[config.mk]
export PLATFORM = sky130hd
export DESIGN_NAME = rx_ring_fetch
export DESIGN_NICKNAME = d
export VERILOG_FILES = /design/src/rtl/rrf_pkg.sv /design/src/rtl/rrf_trigger.sv /design/src/rtl/rrf_seq.sv /design/src/rtl/rrf_ring.sv /design/src/rtl/rx_ring_fetch.sv
export SDC_FILE = /design/constraint.sdc
export NUM_CORES = 1
export LEC_CHECK = 0
export ABC_CLOCK_PERIOD_IN_PS = 4300
export BUFFER_PORTS_ARGS = -buffer_cell sky130_fd_sc_hd__buf_2
export CELL_PAD_IN_SITES_DETAIL_PLACEMENT = 1
export CELL_PAD_IN_SITES_GLOBAL_PLACEMENT = 1
export CORE_ASPECT_RATIO = 1.5
export CORE_MARGIN = 2
export CORE_UTILIZATION = 42
export DETAILED_ROUTE_END_ITERATION = 12
export PLACE_DENSITY = 0.86
export SLEW_MARGIN = 20
export SYNTH_ARGS = -nofsm -noshare
export SYNTH_HDL_FRONTEND = slang
export SYNTH_SLANG_ARGS = --single-unit
[constraint.sdc]
create_clock -name clk -period 4.3 [get_ports clk]
set_input_delay 0.86 -clock clk [delete_from_list [all_inputs] [get_ports clk]]
set_output_delay 0.86 -clock clk [all_outputs]
set_load 0.1 [all_outputs]
[src/rtl/rrf_pkg.sv]
`timescale 1ns/1ps
// Shared definitions for the receive resource ring fetcher.
package rrf_pkg;
    // Fetch sequencer states.
    typedef enum logic [1:0] {
        SQ_IDLE   = 2'd0,
        SQ_READ   = 2'd1,
        SQ_COMMIT = 2'd2
    } seq_state_t;

    // Fields per descriptor: addr low, addr high, count low, count high.
    localparam int unsigned NUM_FIELDS = 4;

    // Host register selects.
    localparam logic [2:0] SEL_UPPER = 3'd0;
    localparam logic [2:0] SEL_START = 3'd1;
    localparam logic [2:0] SEL_END   = 3'd2;
    localparam logic [2:0] SEL_RDPTR = 3'd3;
    localparam logic [2:0] SEL_WRPTR = 3'd4;
    localparam logic [2:0] SEL_EOB   = 3'd5;
endpackage

[src/rtl/rrf_trigger.sv]
`timescale 1ns/1ps
// Trigger arbiter. Merges the three fetch sources into one start pulse.
// A source seen while the sequencer is busy is held in a single pending
// bit. Assumes seq_idle comes from registered state, so no loop exists.
module rrf_trigger #(
    parameter int unsigned W = 16
) (
    input  logic           clk,
    input  logic           rst_n,
    input  logic           cmd_fetch,
    input  logic           exh_clr,
    input  logic           exh_q,
    input  logic           rx_stored,
    input  logic [2*W-1:0] rx_left,
    input  logic [W-1:0]   eob,
    input  logic           seq_idle,
    output logic           start
);
    localparam int unsigned LW = 2*W;

    logic fire;
    logic low_room;
    logic pend_q;

    // Room check: the remaining count is strictly below the threshold.
    assign low_room = rx_left < LW'(eob);
    // Any trigger source this cycle. A clear counts only if the flag was set.
    assign fire  = cmd_fetch | (exh_clr & exh_q) | (rx_stored & low_room);
    // Launch when idle and there is new or held work.
    assign start = seq_idle & (fire | pend_q);

    // Hold one trigger while busy; drop it when a fetch launches.
    always_ff @(posedge clk) begin
        if (!rst_n)        pend_q <= 1'b0;
        else if (seq_idle) pend_q <= 1'b0;
        else if (fire)     pend_q <= 1'b1;
    end

    AST_PEND_WHILE_BUSY: assert property (@(posedge clk) disable iff (!rst_n)
        $rose(pend_q) |-> $past(!seq_idle));
    AST_PEND_LAUNCH: assert property (@(posedge clk) disable iff (!rst_n)
        (pend_q && seq_idle) |-> start);
endmodule

[src/rtl/rrf_seq.sv]
`timescale 1ns/1ps
// Fetch sequencer. Issues one read per descriptor field and holds each
// request until it is acknowledged. It captures the fields and pulses
// commit once all are in. Assumes the ring pointers are not written
// while a fetch is in progress.
module rrf_seq #(
    parameter int unsigned W = 16
) (
    input  logic                              clk,
    input  logic                              rst_n,
    input  logic                              start,
    input  logic                              wide,
    input  logic [W-1:0]                      upper,
    input  logic [W-1:0]                      rdptr,
    input  logic                              mem_ack,
    input  logic [W-1:0]                      mem_rdata,
    output logic                              mem_req,
    output logic [2*W-1:0]                    mem_addr,
    output logic                              busy,
    output logic                              idle,
    output logic                              commit,
    output logic [rrf_pkg::NUM_FIELDS*W-1:0]  fields
);
    import rrf_pkg::*;

    localparam int unsigned AW = 2*W;
    localparam int unsigned FW = $clog2(NUM_FIELDS);

    seq_state_t     st_q, st_d;
    logic [FW-1:0]  fld_q;
    logic [AW-1:0]  off;
    logic           last_fld;
    logic           take;

    assign last_fld = (fld_q == FW'(NUM_FIELDS-1));
    assign take     = (st_q == SQ_READ) && mem_ack;

    // Field offset: two bytes per field when narrow, four when wide.
    always_comb off = wide ? (AW'(fld_q) << 2) : (AW'(fld_q) << 1);

    assign mem_addr = {upper, rdptr} + off;
    assign mem_req  = (st_q == SQ_READ);
    assign busy     = (st_q != SQ_IDLE);
    assign idle     = (st_q == SQ_IDLE);
    assign commit   = (st_q == SQ_COMMIT);

    // Next-state selection for the read sequence.
    always_comb begin
        st_d = st_q;
        case (st_q)
            SQ_IDLE:   if (start) st_d = SQ_READ;
            SQ_READ:   if (take && last_fld) st_d = SQ_COMMIT;
            SQ_COMMIT: st_d = SQ_IDLE;
            default:   st_d = SQ_IDLE;
        endcase
    end

    // State register.
    always_ff @(posedge clk) begin
        if (!rst_n) st_q <= SQ_IDLE;
        else        st_q <= st_d;
    end

    // Field index: reset at launch, stepped on each accepted read.
    always_ff @(posedge clk) begin
        if (!rst_n)                fld_q <= '0;
        else if (start)            fld_q <= '0;
        else if (take && !last_fld) fld_q <= fld_q + 1'b1;
    end

    // One capture register per field.
    for (genvar g = 0; g < NUM_FIELDS; g++) begin : g_cap
        logic [W-1:0] sh_q;
        // Latch this field's word when its read is acknowledged.
        always_ff @(posedge clk) begin
            if (!rst_n)                            sh_q <= '0;
            else if (take && fld_q == FW'(g))      sh_q <= mem_rdata;
        end
        assign fields[g*W +: W] = sh_q;
    end

    AST_REQ_HOLD: assert property (@(posedge clk) disable iff (!rst_n)
        (mem_req && !mem_ack) |=> (mem_req && $stable(mem_addr)));
    AST_DONE_AFTER_COMMIT: assert property (@(posedge clk) disable iff (!rst_n)
        $fell(busy) |-> $past(commit));
    AST_STATE_LEGAL: assert property (@(posedge clk) disable iff (!rst_n)
        $onehot0({mem_req, commit}));
endmodule

[src/rtl/rrf_ring.sv]
`timescale 1ns/1ps
// Ring state. Holds the host-programmed ring geometry, the read pointer,
// the current buffer registers and the exhausted flag. On commit it loads
// the buffer, advances the pointer by one descriptor, wraps on equality
// with the end and checks against the write pointer.
module rrf_ring #(
    parameter int unsigned W         = 16,
    parameter logic [15:0] EOB_RESET = 16'h02F8
) (
    input  logic                              clk,
    input  logic                              rst_n,
    input  logic                              reg_wr,
    input  logic [2:0]                        reg_sel,
    input  logic [W-1:0]                      reg_wdata,
    input  logic                              wide,
    input  logic                              commit,
    input  logic [rrf_pkg::NUM_FIELDS*W-1:0]  fields,
    input  logic                              exh_clr,
    output logic [W-1:0]                      upper,
    output logic [W-1:0]                      rdptr,
    output logic [W-1:0]                      eob,
    output logic [2*W-1:0]                    buf_addr,
    output logic [2*W-1:0]                    buf_words,
    output logic                              exhausted
);
    import rrf_pkg::*;

    localparam logic [W-1:0] EVEN_MASK   = ~W'(1);
    localparam logic [W-1:0] STEP_NARROW = W'(2*NUM_FIELDS);
    localparam logic [W-1:0] STEP_WIDE   = W'(4*NUM_FIELDS);

    logic [W-1:0] start_q, end_q, wr_q;
    logic [W-1:0] adv, nxt;
    logic         wr_even;

    assign wr_even = reg_wr && (reg_sel == SEL_START || reg_sel == SEL_END ||
                                reg_sel == SEL_RDPTR || reg_sel == SEL_WRPTR);

    // Pointer after one descriptor, then wrapped on an exact end match.
    always_comb begin
        adv = rdptr + (wide ? STEP_WIDE : STEP_NARROW);
        nxt = (adv == end_q) ? start_q : adv;
    end

    // Host-owned geometry and threshold registers.
    always_ff @(posedge clk) begin
        if (!rst_n) begin
            upper   <= '0;
            start_q <= '0;
            end_q   <= '0;
            wr_q    <= '0;
            eob     <= W'(EOB_RESET);
        end else if (reg_wr) begin
            case (reg_sel)
                SEL_UPPER: upper   <= reg_wdata;
                SEL_START: start_q <= reg_wdata & EVEN_MASK;
                SEL_END:   end_q   <= reg_wdata & EVEN_MASK;
                SEL_WRPTR: wr_q    <= reg_wdata & EVEN_MASK;
                SEL_EOB:   eob     <= reg_wdata;
                default:   ;
            endcase
        end
    end

    // Read pointer: advance on commit, otherwise take host writes.
    always_ff @(posedge clk) begin
        if (!rst_n)                              rdptr <= '0;
        else if (commit)                         rdptr <= nxt;
        else if (reg_wr && reg_sel == SEL_RDPTR) rdptr <= reg_wdata & EVEN_MASK;
    end

    // Current buffer registers, loaded from the captured descriptor.
    always_ff @(posedge clk) begin
        if (!rst_n) begin
            buf_addr  <= '0;
            buf_words <= '0;
        end else if (commit) begin
            buf_addr  <= {fields[1*W +: W], fields[0*W +: W]};
            buf_words <= {fields[3*W +: W], fields[2*W +: W]};
        end
    end

    // Exhausted flag: set when the pointer meets the writer, cleared by host.
    always_ff @(posedge clk) begin
        if (!rst_n)                        exhausted <= 1'b0;
        else if (commit && (nxt == wr_q))  exhausted <= 1'b1;
        else if (exh_clr)                  exhausted <= 1'b0;
    end

    AST_EXH_ON_COMMIT: assert property (@(posedge clk) disable iff (!rst_n)
        $rose(exhausted) |-> $past(commit));
    AST_WRAP_TAKEN: assert property (@(posedge clk) disable iff (!rst_n)
        (commit && !reg_wr && (start_q != end_q)) |=> (rdptr != end_q));
    AST_PTR_EVEN: assert property (@(posedge clk) disable iff (!rst_n)
        (rdptr[0] == 1'b0) && (start_q[0] == 1'b0) && (end_q[0] == 1'b0));
    AST_WR_EVEN: assert property (@(posedge clk) disable iff (!rst_n)
        wr_even |=> (wr_q[0] == 1'b0));
endmodule

[src/rtl/rx_ring_fetch.sv]
`timescale 1ns/1ps
// Receive resource ring fetcher, top level. Joins the trigger arbiter,
// the fetch sequencer and the ring state. One fetch is in progress at a
// time. Memory reads use a request/acknowledge handshake of any latency.
module rx_ring_fetch #(
    parameter int unsigned W         = 16,
    parameter logic [15:0] EOB_RESET = 16'h02F8
) (
    input  logic           clk,
    input  logic           rst_n,
    input  logic           cfg_wide,
    input  logic           reg_wr,
    input  logic [2:0]     reg_sel,
    input  logic [W-1:0]   reg_wdata,
    input  logic           cmd_fetch,
    input  logic           exh_clr,
    input  logic           rx_stored,
    input  logic [2*W-1:0] rx_left,
    output logic           mem_req,
    output logic [2*W-1:0] mem_addr,
    input  logic           mem_ack,
    input  logic [W-1:0]   mem_rdata,
    output logic           fetch_busy,
    output logic [2*W-1:0] buf_addr,
    output logic [2*W-1:0] buf_words,
    output logic [W-1:0]   rd_ptr,
    output logic           res_exhausted
);
    import rrf_pkg::*;

    logic                    start, idle, commit;
    logic [W-1:0]            upper, eob;
    logic [NUM_FIELDS*W-1:0] fields;

    rrf_trigger #(.W(W)) u_trig (
        .clk       (clk),
        .rst_n     (rst_n),
        .cmd_fetch (cmd_fetch),
        .exh_clr   (exh_clr),
        .exh_q     (res_exhausted),
        .rx_stored (rx_stored),
        .rx_left   (rx_left),
        .eob       (eob),
        .seq_idle  (idle),
        .start     (start)
    );

    rrf_seq #(.W(W)) u_seq (
        .clk       (clk),
        .rst_n     (rst_n),
        .start     (start),
        .wide      (cfg_wide),
        .upper     (upper),
        .rdptr     (rd_ptr),
        .mem_ack   (mem_ack),
        .mem_rdata (mem_rdata),
        .mem_req   (mem_req),
        .mem_addr  (mem_addr),
        .busy      (fetch_busy),
        .idle      (idle),
        .commit    (commit),
        .fields    (fields)
    );

    rrf_ring #(.W(W), .EOB_RESET(EOB_RESET)) u_ring (
        .clk       (clk),
        .rst_n     (rst_n),
        .reg_wr    (reg_wr),
        .reg_sel   (reg_sel),
        .reg_wdata (reg_wdata),
        .wide      (cfg_wide),
        .commit    (commit),
        .fields    (fields),
        .exh_clr   (exh_clr),
        .upper     (upper),
        .rdptr     (rd_ptr),
        .eob       (eob),
        .buf_addr  (buf_addr),
        .buf_words (buf_words),
        .exhausted (res_exhausted)
    );

    AST_ACK_ONLY_ON_REQ: assert property (@(posedge clk) disable iff (!rst_n)
        (mem_ack && fetch_busy) |-> mem_req);
endmodule

==> results.md <==
* Compound-Gate Fraction of Synth Area at a little under a fifth
* Final Skew at about 0.013 ns
* Maximum VDD drop at approximately 270 uV
* Routing usage on met2 at about half
* Layout cell share with drive strength beyond 1 at 22.6%
* Internal power at 3.63 mW
* Syn Inst Count at ~1300
* DRT Wirelength at approximately 36 mm
* Total number of vias at a little under 10000
* Post-synthesis sequential area ratio at a little over two fifths
* Overall routing resource usage at approximately a quarter
* Worst-Skew Late Latency at 0.51 ns
* CTS clk-pin slew, worst paths at about 0.060 ns
* Post-synth ARST share at 0%
* Synthesis-stage register bit count at ~230
* Fin. Hold Viols at 0
* Worst EP arrival at around 3.4 ns
* Grt met3 use at 2.99%
* Synth Area per Inst at ~8 um2
* Net count after synthesis at between 1000 and 1500
* Grt total ovfl at 0
* CP Launch Type: input pin
* Max Slew Vio Count at 0
* Placed instance area at 12700 um2
* Yosys warning total at 0
* WL/cell at about 20 um
* Final net count at 1582
* Main combinational cell family by area after synthesis: simple AND/OR/NAND/NOR gates
* # diodes at 0
* Drt initial violations at 416
* Vias in the first global route at 10555
* Actual slew at the worst max-slew pin at around 0.90 ns
* Layout Cell Area excl Fill at about 14000 um2
* Final ANT Viol Nets at 0
* Die Height at 199 um
* Rows at 71
* PnR worst setup slack at between 0.007 and 0.008 ns
* Synth Area in XOR/XNOR at 5.93%
* Setup CP Type: in2out
* Die area at between 20000 and 30000 um2
* Fillers at a little under 3000
* Io pins at 190
* Die width at between 100 and 150 um
* CTS root buf: clkbuf_16
* Worst min path class: reg2reg
* Fin Hold WS at 0.461 ns
* Post-synth EDFFs at 0
* Net Sw Power at 1.19 mW
* Max-Cap Viols at 0
* Tcrit/Tclk final at 99.8%
* Largest net degree at the start of global routing at 83
* Post-Place Worst Slack at -0.202 ns
* Core ar. at around 25000 um2
* Initial core utilization at between 40% and 50%
* H-tree depth at 1
* Post-Syn Area at approximately 11000 um2
* Mux contribution to synthesized area at approximately 2.3%
* Clock power share at between 40 and 50%
* Status: completed
* Area of the multi-input gates at 6150 um2
* Required @ worst endpoint at ~3.4 ns
* Seq. cell area at about 4600 um2
* Simple logic cell fraction of the synthesized area at 23.6%
* Via density at roughly 5.4
* Worst setup EP type: output pin
* Initial antenna violation count at 0
* Input/output buffers at around 190
* RSZ-0062 raised after global routing: true
* Total Power at 4.82 mW
* Sequential power share at about 45%
* Worst-path fanout max at 4
* # DRC at 0
* Final Critical Period at between 4 and 5 ns
* Dpl hpwl at ~25 mm
* Pwr dens at about 350 nW/um2
* Pleak at roughly 5.5 nW
* Syn-to-layout area delta at 28.6%
* CTS buffer count at 24
* Max Root-Sink Buffers at 3
* Post-synth cell types at 64
* CTS tree: done
* Grt peak-use layer: met2
* Gpl congestion at ~0.90
* CTS sink count at 227
* Combinational power share at under 10%
* Post-synthesis adder-cell area fraction at under 10%
* GR Layer Usage met1 at ~28%
* Ys flop type: dfxtp_1
* Slew headroom at about two fifths
* First-pass GRT wire length at between 50 and 60 mm
* Switching share of power at around a quarter
* Setup violators final at 0
* DR pass1 iterations at 5
* Fmax at around 230 MHz
[cell usage after synthesis (all sizes together), types with 4 or more instances]
| library cell | instances | area (um2) |
|---|---|---|
| or2 | 4 | 25.0 |
| o211ai | 6 | 45.0 |
| and3 | 25 | 156 |
| xnor2 | 30 | 263 |
| nor4 | 12 | 103 |
| dfxtp | 227 | 4540 |
| nor2 | 29 | 109 |
| nor2b | 9 | 56.3 |
| and2 | 5 | 31.3 |
| nand2 | 460 | 1730 |
| inv | 29 | 109 |
| nand3 | 20 | 113 |
| nand3b | 4 | 30.0 |
| clkbuf | 69 | 260 |
| mux2i | 23 | 230 |
| o21ai | 7 | 35.0 |
| nor3 | 4 | 20.0 |
| xor2 | 32 | 280 |
| a21oi | 12 | 63.8 |
| buf | 17 | 110 |
| xnor3 | 4 | 90.1 |
| nand2b | 7 | 43.8 |
| a21boi | 200 | 1500 |
| ha | 24 | 300 |
| nand4 | 9 | 56.3 |
| a21o | 6 | 45.0 |
[metal layers]
metal / share of wire, % / wire, um / up-vias
li1: - / - / 4656
met1: 37 / 13300 / 4801
met2: 55 / 19700 / 252
met3: 3.8 / 1380 / 86
met4: 4.9 / 1760 / 0
met5: 0 / 0 / -
[area by class of cell]
type / instances / area share [%]
multi-input cells: 967 / 44.8
flip-flops and latches: 227 / 33.1
repair buffers: 232 / 12.2
clock buffers: 35 / 5.19
well taps: 328 / 2.99
clock inverters: 9 / 0.974
inverters: 29 / 0.792
[registers in the layout, indices dropped and copies added (netlist names)]
name and flops:
u_ring.wr_q 15, u_ring.start_q 15, u_ring.rdptr 16, u_ring.upper 16, u_ring.buf_words 32, u_seq.st_q 2, u_ring.eob 16, u_trig.pend_q 1
u_seq.fld_q 2, u_ring.exhausted 1, u_seq.g_cap.sh_q 64, u_ring.end_q 15, u_ring.buf_addr 32
[power by group through the flow]
stage,logic [mW],clock network [mW],registers [mW]
floorplan,0.263,0,2.22
global placement,0.435,0,2.21
detailed placement,0.446,0,2.21
CTS,0.452,2.25,2.16
global route,0.482,2.33,2.16
finish,0.453,2.21,2.16
[final timing paths]
path	cells past startpoint	from	to	slack [ns]
setup reg to reg	12	u_ring.rdptr[4]$_SDFFE_PN0P_	u_ring.exhausted$_SDFFE_PN0P_	0.68
setup / recovery	16	cfg_wide	mem_addr[22]	0.007
hold reg to reg	2	u_ring.buf_words[24]$_SDFFE_PN0P_	u_ring.buf_words[24]$_SDFFE_PN0P_	0.46
hold / removal	2	u_ring.buf_words[24]$_SDFFE_PN0P_	u_ring.buf_words[24]$_SDFFE_PN0P_	0.46
[what timing repair did]
action,CTS,global route
hold buffers,0,0
resized for setup,17,6
cloned,0,0
pin swaps,13,17
setup endpoints to repair,13,13
buffers inserted,3,6
[layout by cell type (no fill, tap or decap), drive strengths merged, types with 2 or more instances in the layout]
master	synthesis	routed
inv	29	30
bufinv	0	3
nand3b	4	4
o221ai	2	2
fa	2	2
xnor2	30	30
and4	2	2
nor2b	9	9
o41ai	2	2
xor2	32	32
nor4	12	12
o211ai	6	6
or2	4	4
nand2b	7	7
o2111ai	3	3
clkbuf	69	35
nor2	29	29
o21ai	7	7
buf	17	232
or4	2	2
and2	5	5
nand2	460	460
a21o	6	6
a21boi	200	200
a22oi	2	2
o22ai	3	3
mux2i	23	23
ha	24	24
a21oi	12	12
xnor3	4	4
and3	25	25
nor3	4	4
clkinv	0	5
nand3	20	20
dfxtp	227	227
nand4	9	9
a211oi	2	2
[cells by family after synthesis]
| family | count (synthesis) |
|---|---|
| AND/OR/NAND/NOR | 594 |
| AO/OA/AOI/OAI | 257 |
| flip-flops | 227 |
| buffers and inverters | 115 |
| XOR/XNOR | 66 |
| adder cells (fa/ha/maj) | 26 |
| multiplexers | 24 |
[metrics by stage]
| stage | TNS [ns] | instances | util (%) |
|---|---|---|---|
| floorplan | -1.21 | 1309 | - |
| global placement | -0.336 | 1774 | 50.9 |
| detailed placement | -1.20 | 1774 | 50.9 |
| CTS | -0.401 | 1821 | 54.6 |
| global route | -0.475 | 1827 | 54.9 |
| finish | 0 | 1827 | 54.9 |
[critical path, cell delays in order]
cell and delay, ns:
buf_8 0.10, nand2_2 0.04, a21boi_4 0.18, inv_2 0.07, ha_4 0.26, a21o_1 0.12
a21oi_2 0.06, nand3b_1 0.19, or3_4 0.43, nor2_4 0.17, nand2_2 0.09, nor2_4 0.16
buf_4 0.17, nand3_2 0.14, xnor2_4 0.21, buf_12 0.20
Power figures use the tool's default switching activity.
